### config.mk
export PLATFORM = sky130hd
export DESIGN_NAME = smb_master_ctl
export DESIGN_NICKNAME = d
export VERILOG_FILES = /design/src/rtl/smb_pkg.sv /design/src/rtl/smb_cmd_decode.sv /design/src/rtl/smb_tick.sv /design/src/rtl/smb_byte_engine.sv /design/src/rtl/smb_master_ctl.sv
export SDC_FILE = /design/constraint.sdc
export NUM_CORES = 1
export LEC_CHECK = 0
export BUFFER_PORTS_ARGS = -buffer_cell sky130_fd_sc_hd__clkbuf_2
export CAP_MARGIN = 20
export CORE_ASPECT_RATIO = 0.6
export CORE_MARGIN = 1.5
export CORE_UTILIZATION = 55
export CTS_CLUSTER_SIZE = 14
export DETAILED_ROUTE_END_ITERATION = 8
export PLACE_DENSITY_LB_ADDON = 0.2
export SLEW_MARGIN = 5
export SYNTH_ARGS = -nofsm -noshare
export SYNTH_HDL_FRONTEND = slang
export SYNTH_SLANG_ARGS = --single-unit
### constraint.sdc
create_clock -name clk -period 2.5 [get_ports clk]
set_input_delay 0.125 -clock clk [delete_from_list [all_inputs] [get_ports clk]]
set_output_delay 0.125 -clock clk [all_outputs]
set_load 0.05 [all_outputs]
### src/rtl/smb_pkg.sv
package smb_pkg;

    localparam int BYTE_BITS = 8;

    // control register bit positions
    localparam int CTL_IEN = 0;
    localparam int CTL_ACK = 1;
    localparam int CTL_STO = 5;
    localparam int CTL_STA = 6;

    // status register bit positions
    localparam int STS_LAK  = 0;
    localparam int STS_RCV  = 4;
    localparam int STS_MST  = 5;
    localparam int STS_BUSY = 6;
    localparam int STS_PEND = 7;

    typedef enum logic [1:0] {
        MODE_SRX = 2'd0,
        MODE_MTX = 2'd1,
        MODE_MRX = 2'd2
    } mode_e;

    typedef enum logic [2:0] {
        CMD_NOP    = 3'd0,
        CMD_START  = 3'd1,
        CMD_RSTART = 3'd2,
        CMD_STOP   = 3'd3,
        CMD_CHAIN  = 3'd4
    } cmd_e;

    typedef enum logic [2:0] {
        OP_START_TX = 3'd0,
        OP_RSTART   = 3'd1,
        OP_STOP     = 3'd2,
        OP_CHAIN    = 3'd3,
        OP_TX       = 3'd4,
        OP_RX       = 3'd5
    } op_e;

    typedef enum logic [2:0] {
        E_IDLE  = 3'd0,
        E_HOLD  = 3'd1,
        E_START = 3'd2,
        E_STOP  = 3'd3,
        E_BIT   = 3'd4
    } est_e;

    typedef struct packed {
        est_e                 st;
        logic [1:0]           ph;
        logic [3:0]           bitn;
        logic [BYTE_BITS-1:0] sh;
        logic                 rx;
        logic                 then_byte;
        logic                 then_start;
        logic                 ackd;
        logic                 scl;
        logic                 sda;
        logic                 done;
        logic                 aks;
    } eng_s;

    typedef struct packed {
        mode_e                mode;
        logic                 pend;
        logic                 ien;
        logic                 acken;
        logic [BYTE_BITS-1:0] data;
        logic                 addr_ph;
        cmd_e                 cmd_pend;
        logic                 tx_pend;
        logic                 rx_pend;
        logic                 lak;
    } top_s;

endpackage

### src/rtl/smb_cmd_decode.sv
module smb_cmd_decode
    import smb_pkg::*;
(
    input  mode_e mode,
    input  logic  sta,
    input  logic  sto,
    output cmd_e  cmd
);
    always_comb begin
        cmd = CMD_NOP;
        if (mode == MODE_SRX) begin
            if (sta && !sto) cmd = CMD_START;
        end else begin
            unique case ({sta, sto})
                2'b10:   cmd = CMD_RSTART;
                2'b01:   cmd = CMD_STOP;
                2'b11:   cmd = CMD_CHAIN;
                default: cmd = CMD_NOP;
            endcase
        end
    end
endmodule

### src/rtl/smb_tick.sv
module smb_tick #(
    parameter int DIV = 4
) (
    input  logic clk,
    input  logic rst_n,
    input  logic run,
    output logic tick
);
    localparam int CW = (DIV > 1) ? $clog2(DIV) : 1;

    logic [CW-1:0] cnt_d, cnt_q;

    assign tick = run && (cnt_q == CW'(DIV - 1));

    always_comb begin
        if (!run)      cnt_d = '0;
        else if (tick) cnt_d = '0;
        else           cnt_d = cnt_q + 1'b1;
    end

    always_ff @(posedge clk or negedge rst_n) begin
        if (!rst_n) cnt_q <= '0;
        else        cnt_q <= cnt_d;
    end
endmodule

### src/rtl/smb_byte_engine.sv
module smb_byte_engine
    import smb_pkg::*;
#(
    parameter int DIV = 4
) (
    input  logic                 clk,
    input  logic                 rst_n,
    input  logic                 start_i,
    input  op_e                  op_i,
    input  logic [BYTE_BITS-1:0] tx_byte_i,
    input  logic                 ack_en_i,
    input  logic                 scl_in,
    input  logic                 sda_in,
    output logic                 scl_oe,
    output logic                 sda_oe,
    output logic                 busy,
    output logic                 done,
    output logic [BYTE_BITS-1:0] rx_byte,
    output logic                 ack_smp
);
    localparam logic [3:0] LAST_BIT = 4'(BYTE_BITS);

    localparam eng_s ENG_RST = '{
        st: E_IDLE, ph: 2'd0, bitn: 4'd0, sh: '0, rx: 1'b0,
        then_byte: 1'b0, then_start: 1'b0, ackd: 1'b0,
        scl: 1'b0, sda: 1'b0, done: 1'b0, aks: 1'b0
    };

    eng_s q, d;
    logic tick;

    assign busy    = (q.st == E_START) || (q.st == E_STOP) || (q.st == E_BIT);
    assign scl_oe  = q.scl;
    assign sda_oe  = q.sda;
    assign done    = q.done;
    assign rx_byte = q.sh;
    assign ack_smp = q.aks;

    smb_tick #(.DIV(DIV)) u_tick (
        .clk  (clk),
        .rst_n(rst_n),
        .run  (busy),
        .tick (tick)
    );

    always_comb begin
        d      = q;
        d.done = 1'b0;
        unique case (q.st)
            E_IDLE, E_HOLD: begin
                if (start_i) begin
                    d.ph         = 2'd0;
                    d.bitn       = 4'd0;
                    d.rx         = 1'b0;
                    d.then_byte  = 1'b0;
                    d.then_start = 1'b0;
                    d.sh         = tx_byte_i;
                    d.ackd       = ack_en_i;
                    unique case (op_i)
                        OP_START_TX: begin d.st = E_START; d.then_byte = 1'b1; end
                        OP_RSTART:   d.st = E_START;
                        OP_STOP:     d.st = E_STOP;
                        OP_CHAIN:    begin d.st = E_STOP; d.then_start = 1'b1; end
                        OP_TX:       d.st = E_BIT;
                        default:     begin d.st = E_BIT; d.rx = 1'b1; end
                    endcase
                end
            end
            E_START: begin
                if (tick) begin
                    unique case (q.ph)
                        2'd0: d.sda = 1'b0;   // release SDA while SCL is low or idle
                        2'd1: d.scl = 1'b0;   // let SCL rise
                        2'd2: d.sda = 1'b1;   // SDA falls with SCL high
                        default: d.scl = 1'b1;
                    endcase
                    d.ph = q.ph + 2'd1;
                    if (q.ph == 2'd3) d.st = q.then_byte ? E_BIT : E_HOLD;
                end
            end
            E_STOP: begin
                if (tick) begin
                    unique case (q.ph)
                        2'd0: begin d.scl = 1'b1; d.sda = 1'b1; end
                        2'd1: d.scl = 1'b0;
                        2'd2: d.sda = 1'b0;   // SDA rises with SCL high
                        default: ;
                    endcase
                    d.ph = q.ph + 2'd1;
                    if (q.ph == 2'd3) begin
                        d.st         = q.then_start ? E_START : E_IDLE;
                        d.then_start = 1'b0;
                    end
                end
            end
            E_BIT: begin
                if (tick) begin
                    unique case (q.ph)
                        2'd0: begin
                            if (q.bitn < LAST_BIT) d.sda = q.rx ? 1'b0 : ~q.sh[BYTE_BITS-1];
                            else                   d.sda = q.rx ? q.ackd : 1'b0;
                        end
                        2'd1: d.scl = 1'b0;
                        2'd2: begin
                            if (q.bitn < LAST_BIT) d.sh = {q.sh[BYTE_BITS-2:0], sda_in};
                            else if (!q.rx)        d.aks = sda_in;
                        end
                        default: begin
                            d.scl = 1'b1;
                            if (q.bitn == LAST_BIT) begin
                                d.st   = E_HOLD;
                                d.done = 1'b1;
                                d.bitn = 4'd0;
                            end else begin
                                d.bitn = q.bitn + 4'd1;
                            end
                        end
                    endcase
                    d.ph = q.ph + 2'd1;
                end
            end
            default: d = ENG_RST;
        endcase
    end

    always_ff @(posedge clk or negedge rst_n) begin
        if (!rst_n) q <= ENG_RST;
        else        q <= d;
    end

    // data moves only while SCL is held low
    p_sda_stable_r9: assert property (@(posedge clk) disable iff (!rst_n)
        (q.st == E_BIT && $past(q.st) == E_BIT && !q.scl && !$past(q.scl))
            |-> $stable(q.sda));

    // an idle engine has let go of both wires
    p_idle_release_r4: assert property (@(posedge clk) disable iff (!rst_n)
        (q.st == E_IDLE) |-> (!scl_oe && !sda_oe));

    // engine goes busy the cycle after it is handed an operation
    p_launch_busy_r9: assert property (@(posedge clk) disable iff (!rst_n)
        (start_i && !busy) |=> busy);

    // SCL stays pulled low while waiting for the host
    p_hold_scl_r5: assert property (@(posedge clk) disable iff (!rst_n)
        (q.st == E_HOLD) |-> scl_oe);

endmodule

### src/rtl/smb_master_ctl.sv
module smb_master_ctl
    import smb_pkg::*;
#(
    parameter int DIV = 4
) (
    input  logic       clk,
    input  logic       rst_n,
    input  logic       host_sel,
    input  logic       host_wr,
    input  logic       host_rd,
    input  logic [7:0] host_wdata,
    output logic [7:0] host_rdata,
    output logic       int_n,
    input  logic       scl_in,
    input  logic       sda_in,
    output logic       scl_oe,
    output logic       sda_oe
);
    localparam top_s TOP_RST = '{
        mode: MODE_SRX, pend: 1'b1, ien: 1'b0, acken: 1'b0, data: '0,
        addr_ph: 1'b0, cmd_pend: CMD_NOP, tx_pend: 1'b0, rx_pend: 1'b0, lak: 1'b0
    };

    top_s q, d;
    cmd_e dec_cmd;
    logic launch;
    op_e  launch_op;
    logic eng_busy, eng_done, eng_ack;
    logic [BYTE_BITS-1:0] eng_rx;
    logic busy_any;
    logic [7:0] status;

    smb_cmd_decode u_dec (
        .mode(q.mode),
        .sta (host_wdata[CTL_STA]),
        .sto (host_wdata[CTL_STO]),
        .cmd (dec_cmd)
    );

    smb_byte_engine #(.DIV(DIV)) u_eng (
        .clk      (clk),
        .rst_n    (rst_n),
        .start_i  (launch),
        .op_i     (launch_op),
        .tx_byte_i(q.data),
        .ack_en_i (q.acken),
        .scl_in   (scl_in),
        .sda_in   (sda_in),
        .scl_oe   (scl_oe),
        .sda_oe   (sda_oe),
        .busy     (eng_busy),
        .done     (eng_done),
        .rx_byte  (eng_rx),
        .ack_smp  (eng_ack)
    );

    assign busy_any = eng_busy || (q.cmd_pend != CMD_NOP) || q.tx_pend || q.rx_pend;

    always_comb begin
        status           = 8'h00;
        status[STS_PEND] = q.pend;
        status[STS_BUSY] = busy_any;
        status[STS_MST]  = (q.mode != MODE_SRX);
        status[STS_RCV]  = (q.mode == MODE_MRX);
        status[STS_LAK]  = q.lak;
    end

    assign host_rdata = host_sel ? status : q.data;
    assign int_n      = ~(q.ien & ~q.pend);

    always_comb begin
        d         = q;
        launch    = 1'b0;
        launch_op = OP_TX;

        // hand work to the engine when it is free
        if (!eng_busy) begin
            if (q.cmd_pend != CMD_NOP) begin
                launch     = 1'b1;
                d.cmd_pend = CMD_NOP;
                d.tx_pend  = 1'b0;
                d.rx_pend  = 1'b0;
                unique case (q.cmd_pend)
                    CMD_START: begin
                        launch_op = OP_START_TX;
                        d.addr_ph = 1'b1;
                    end
                    CMD_RSTART: begin
                        launch_op = OP_RSTART;
                        d.mode    = MODE_MTX;
                        d.addr_ph = 1'b1;
                    end
                    CMD_CHAIN: begin
                        launch_op = OP_CHAIN;
                        d.mode    = MODE_MTX;
                        d.addr_ph = 1'b1;
                    end
                    default: begin
                        launch_op = OP_STOP;
                        d.mode    = MODE_SRX;
                        d.addr_ph = 1'b0;
                    end
                endcase
            end else if (q.tx_pend && q.mode == MODE_MTX) begin
                launch    = 1'b1;
                launch_op = OP_TX;
                d.tx_pend = 1'b0;
            end else if (q.rx_pend && q.mode == MODE_MRX) begin
                launch    = 1'b1;
                launch_op = OP_RX;
                d.rx_pend = 1'b0;
            end
        end

        // host accesses
        if (host_wr && !host_sel) begin
            d.data = host_wdata;
            if (q.mode == MODE_MTX) begin
                d.pend    = 1'b1;
                d.tx_pend = 1'b1;
            end
        end
        if (host_rd && !host_sel && q.mode == MODE_MRX) begin
            d.pend    = 1'b1;
            d.rx_pend = 1'b1;
        end
        if (host_wr && host_sel) begin
            d.ien   = host_wdata[CTL_IEN];
            d.acken = host_wdata[CTL_ACK];
            if (dec_cmd != CMD_NOP) d.cmd_pend = dec_cmd;
        end

        // byte completion
        if (eng_done) begin
            d.pend = 1'b0;
            if (q.addr_ph) begin
                d.mode    = q.data[0] ? MODE_MRX : MODE_MTX;
                d.addr_ph = 1'b0;
                d.lak     = eng_ack;
            end else if (q.mode == MODE_MTX) begin
                d.lak = eng_ack;
            end else if (q.mode == MODE_MRX) begin
                d.data = eng_rx;
            end
        end
    end

    always_ff @(posedge clk or negedge rst_n) begin
        if (!rst_n) q <= TOP_RST;
        else        q <= d;
    end

    // byte completion always demands service
    p_done_pend_r8: assert property (@(posedge clk) disable iff (!rst_n)
        eng_done |=> !q.pend);

    // from idle mode only an address start can reach the engine
    p_srx_launch_r6: assert property (@(posedge clk) disable iff (!rst_n)
        (launch && q.mode == MODE_SRX) |-> (launch_op == OP_START_TX));

    // int_n only asserts with service pending
    p_int_pend_r10: assert property (@(posedge clk) disable iff (!rst_n)
        !int_n |-> !status[STS_PEND]);

endmodule

* Word-level counts from Yosys, hierarchy flattened
Index checks and enable logic that the tools add are counted.
** Operators by class
- Equal/unequal tests :: 39
- $add $sub $neg :: 3
- Order comparisons :: 1
- Multiplexer cells :: 87
- Reductions and logical operators :: 50
- Bitwise logic cells :: 9
** Operators by type and width (count)
- $mux 8 :: 7
- $pmux 12 s3 :: 1
- $mux 1 :: 34
- $mux 3 :: 11
- $mux 21 :: 1
- $mux 2 :: 10
- $ne 2x2->1 const B :: 10
- $pmux 5 s4 :: 1
- $mux 17 :: 1
- $mux 4 :: 4
- $eq 3x2->1 const B :: 5
- $reduce_and 5->1 :: 3
- $reduce_bool 3->1 :: 5
- $reduce_or 2->1 :: 7
- $eq 2x2->1 const B :: 6
- $pmux 2 s2 :: 3
- $reduce_and 4->1 :: 3
- $mux 5 :: 2
- $pmux 1 s2 :: 5
- $eq 3x1->1 const B :: 3
- $eq 3x3->1 const B :: 3
- $mux 9 :: 1
- $ne 3x3->1 const B :: 3
- $pmux 3 s3 :: 1
- other kinds (27) :: 59
** Word-level totals
- Register bits :: 47
- Word-level logic and storage cells :: 212
- Output and inout bits :: 11
- Input port bits :: 15

* Depth between registers and ports, before layout
- Word-level depth :: 11
- Gate-level depth with buffers :: 7
- Mapped depth without buffers :: 6

* Modules after synthesis
A second synthesis with hierarchy kept.
** Unflattened totals
- Cells, all modules :: 290
- Area, all modules :: 2829.0 um^2
** By module, submodules not included
- smb_byte_engine :: cells each 166, times used 1, sequential area each 625.6 um^2, area each 1542.7 um^2
- smb_master_ctl :: cells each 109, times used 1, sequential area each 501.7 um^2, area each 1118.6 um^2
- smb_tick :: cells each 6, times used 1, sequential area each 50.0 um^2, area each 88.8 um^2
- smb_cmd_decode :: cells each 9, times used 1, sequential area each 0.0 um^2, area each 78.8 um^2

* Worst setup path before layout
No wires, ideal clock.
- Kind :: reg-to-output
- Start :: reg u_eng.q[22] (netlist bit)
- End :: out host_rdata[6]
- Cell stages (with the launch flop) :: 6
- Setup slack :: 183 ps
- Arrival :: 2192 ps
- Path buffers :: 2
- Data required time :: 2375 ps
- Cells stage by stage :: dfrtp_1 -> or3b_2 -> clkbuf_1 -> and2_1 -> clkbuf_1 -> a31oi_1
** Between the ends
- Word-level cells in the longest chain between the ends :: 7
- Elaborated cells between the ends (all ways) :: 9
- Those cells by class :: eq/ne (3); mux (1); reduce/logical (5)
** RTL lines
- start, declared :: line smb_byte_engine.sv:29 : eng_s q, d;
- start signal, assigned :: line smb_byte_engine.sv:127 : if (!rst_n) q <= ENG_RST;
- start signal, assigned :: line smb_byte_engine.sv:128 : else q <= d;
- $eq 3x2->1 :: line smb_byte_engine.sv:32 : assign busy = (q.st == E_START) || (q.st == E_STOP) || (q.st == E_BIT);
- $logic_or 1x1->1 :: line smb_byte_engine.sv:32
- $logic_or 1x1->1 * :: line smb_byte_engine.sv:32
- $logic_or 1x1->1 * (3 in a row) :: line smb_master_ctl.sv:57 : assign busy_any = eng_busy || (q.cmd_pend != CMD_NOP) || q.tx_pend || q.rx_pend;
- $mux 8 * :: line smb_master_ctl.sv:68 : assign host_rdata = host_sel ? status : q.data;
- end, declared :: line smb_master_ctl.sv:12 : output logic [7:0] host_rdata,
Every way passes the cells marked *; elsewhere a longest branch is shown, timed or not.

* Final worst setup path
- Start :: reg u_eng.q[23] (netlist bit)
- End :: out host_rdata[6]
The elaborated chain is that of the path after synthesis.

==> out/qor.csv <==
metric,value,unit
synth_nets,300,
clock_latency,300,ps
arrival,2240,ps
core_area,4680,µm²
fmax,423,MHz
clock_path_buffers,2,
rsz0062_at_grt,false,
drive_gt1_share,23.1,%
via_count,2210,
regToRegEndpoint,u_eng.q[24],
holdCritStartpoint,host_wdata[1],
place_hpwl,4540,µm
cts.sinks,47,
worst-r2r-cell-count,3,
synth-edff-count,0,
cts_tree,yes,
gp_congestion,0.848,
fin_crit_sh,94.5,%
path_max_fanout,12,
worst_pin_slew,1040,ps
setup_viol,0,
first_pass_iters,4,
maxCapViolations,0,
dr.first_iter.drc_count,141,
criticalPathCategory,flop to output pin,
cts_made_buffers,5,
end_kind,output pin,
ant_nets,0,
synth_ff_type,dfrtp_1,
hold_viol,0,
htree_levels,2,
ioPinCount,26,
final_cells,362,
post_cts_buffers,0,
start_kind,flop,
maxSlewViolCount,0,
r2r_slack,350,ps
ys_seq_area_share,42.9,%
synth-seq-cells,47,
antenna_found_initial,0,
hold_depth,2,
dp_cells,353,
period_needed,2360,ps
cts.reportedPaths.clkPinSlew,90,ps
antennaDiodeCount,0,
drt-total-wl,6420,µm
avgSynthCellArea,9.97,µm²
dieArea,5430,µm²
final_nets,323,
status,completed,
synth_cell_types,55,
hold_path_class,input pin to flop,
die_y,57.7,µm
port-buffer-count,24,
area_growth_syn_to_layout,12.1,%
syn_area,2740,µm²
num-fill-cells,380,
grt.total_usage,25.2,%
grt.overflow.total,0,
netlist_instances,275,
async_flop_share,100,%
cts_root_buf,clkbuf_8,
fin_skew,9.87,ps
drc,0,
p_leak,1.39,nW
vias_per_cell,6.10,
rows,19,
grt_max_degree,48,
worstHoldEndpoint,q[15],
yosysWarnings,0,
start_util,58.5,%
grt_pass1_vias,2046,
cellPowerDensity,1060,nW/µm²
grt_first_pass_wirelength,10400,µm
setup_tns,0,ps
irDropWorstVdd,0.589,mV
worstPathRequired,2380,ps
fp.dieW,94.1,µm
wl_per_cell,17.7,µm
max_slew_margin,30.1,%
reg2reg_from,u_eng.q[23],
Yosys cell counts (all sizes together) (2+ instances only):
master   count  share of area [%]
nor2        19                2.6
o22ai        2               0.46
a31oi        3               0.68
nor3b        2               0.55
a22o        15                4.8
and3b        2               0.64
a32o         3                1.1
ha          10                4.6
a21boi       2               0.55
mux2        16                6.6
xnor2        2               0.64
o2bb2ai      2                1.3
o211ai       2               0.55
a221oi       2                1.3
or3          3               0.87
a2bb2oi      2               0.64
clkbuf      14                1.9
and2         3               0.68
dfrtp       46                 42
nand4        4               0.91
a21oi        9                1.6
a211oi       2               0.55
nor2b        7                1.6
or3b         2               0.64
inv         10                1.4
nand2       20                2.7
and2b        2               0.55
nor3         6                1.1
nand2b       3               0.68
o31ai        2               0.55
o21ai       25                4.6
buf          5                1.2
mux2i       10                3.7
a21o         3               0.87
nand3        3               0.55
per-layer routing:
| layer | vias up | routed length, µm | GRT usage (%) |
|---|---|---|---|
| met2 | 96 | 2560 | 34.4 |
| met3 | 4 | 553 | 5.51 |
| met1 | 1069 | 3270 | 41.0 |
| met4 | 0 | 34 | 4.69 |
| met5 | - | 0 | 0 |
| li1 | 1041 | - | - |
placed cells by master, fill, tap and decap left out, types with 3 or more instances in the layout:
cell type / count
nand4_1: 4
buf_4: 10
nor2_1: 19
clkbuf_8: 5
nand3_1: 3
ha_1: 10
nand2b_1: 3
clkbuf_2: 24
nand2_1: 20
a32o_1: 3
dfrtp_1: 45
nor3_1: 6
and2_1: 3
o21ai_0: 25
mux2i_1: 10
a22o_1: 14
nor2b_1: 7
a31oi_1: 3
a21oi_1: 9
inv_1: 10
mux2_2: 16
logic make-up after synthesis:
kind of cell               Yosys count  synth area share [%]
AOI/OAI and AO/OA                   81                  22.0
and+or+nand+nor                     79                  14.8
DFF                                 47                  42.9
buffers and inverters               29                  4.47
muxes                               26                  10.2
adders and majority gates           11                  4.93
xor gates and xnor gates             2                 0.639
per-stage QoR:
step	util [%]	power [mW]	hold slack, ps	instance area, µm²	setup slack, ps
CTS	65.6	3.25	96.9	3070	94.4
detailed placement	62.6	2.60	255	2930	367
floorplan	-	2.22	-171	2740	183
global route	65.6	3.46	96.1	3070	43.2
finish	65.6	3.27	102	3070	137
global placement	62.6	2.55	256	2930	405
final cells by class:
cell class                      count  area [µm²]  share of cell area [%]
Sequential cell                    47        1180                    38.3
Timing Repair Buffer               35         205                    6.67
Clock inverter                      2        60.1                    1.95
Clock buffer                        6        72.6                    2.36
Multi-Input combinational cell    199        1440                    46.9
Tap cell                           63        78.8                    2.56
Inverter                           10        37.5                    1.22
state kept, by name, summed over array words and instances, names as in the netlist:
name / cells
u_eng.scl_oe: 1
u_eng.q: 13
u_eng.ack_smp: 1
q: 20
u_eng.done: 1
u_eng.sda_oe: 1
u_eng.u_tick.cnt_q: 2
u_eng.rx_byte: 8
worst max-delay path by stage:
stage | startpoint | to | slack [ps] | depth (start not counted)
6_report | u_eng.q[23] | host_rdata[6] | 140 | 4
5_1_grt | u_eng.q[23] | host_rdata[6] | 40 | 4
4_1_cts | u_eng.q[24] | host_rdata[6] | 90 | 4
3_5_place_dp | u_eng.q[24] | u_eng.q[24] | 370 | 3
3_3_place_gp | u_eng.q[24] | u_eng.q[24] | 400 | 3
2_1_floorplan | u_eng.q[22] | host_rdata[6] | 180 | 5
where the power goes:
part	switching [mW]	internal, mW
logic	0.842	0.635
registers	0.197	0.941
clock network	0.255	0.400
total	1.29	1.98
worst max-delay path: stages, from the launching register on:
cell and delay, ps:
dfrtp_1 530, or3b_2 590, and2_1 300, a31oi_1 220, clkbuf_2 300
what timing repair did:
action / 4_1_cts / 5_1_grt
hold buffers: 1 / 0
hold endpoints to repair: 46 / 0
resized for setup: 0 / 1
endpoints found under the setup margin: 0 / 1
Note: power is estimated with default switching activity, not from simulation.
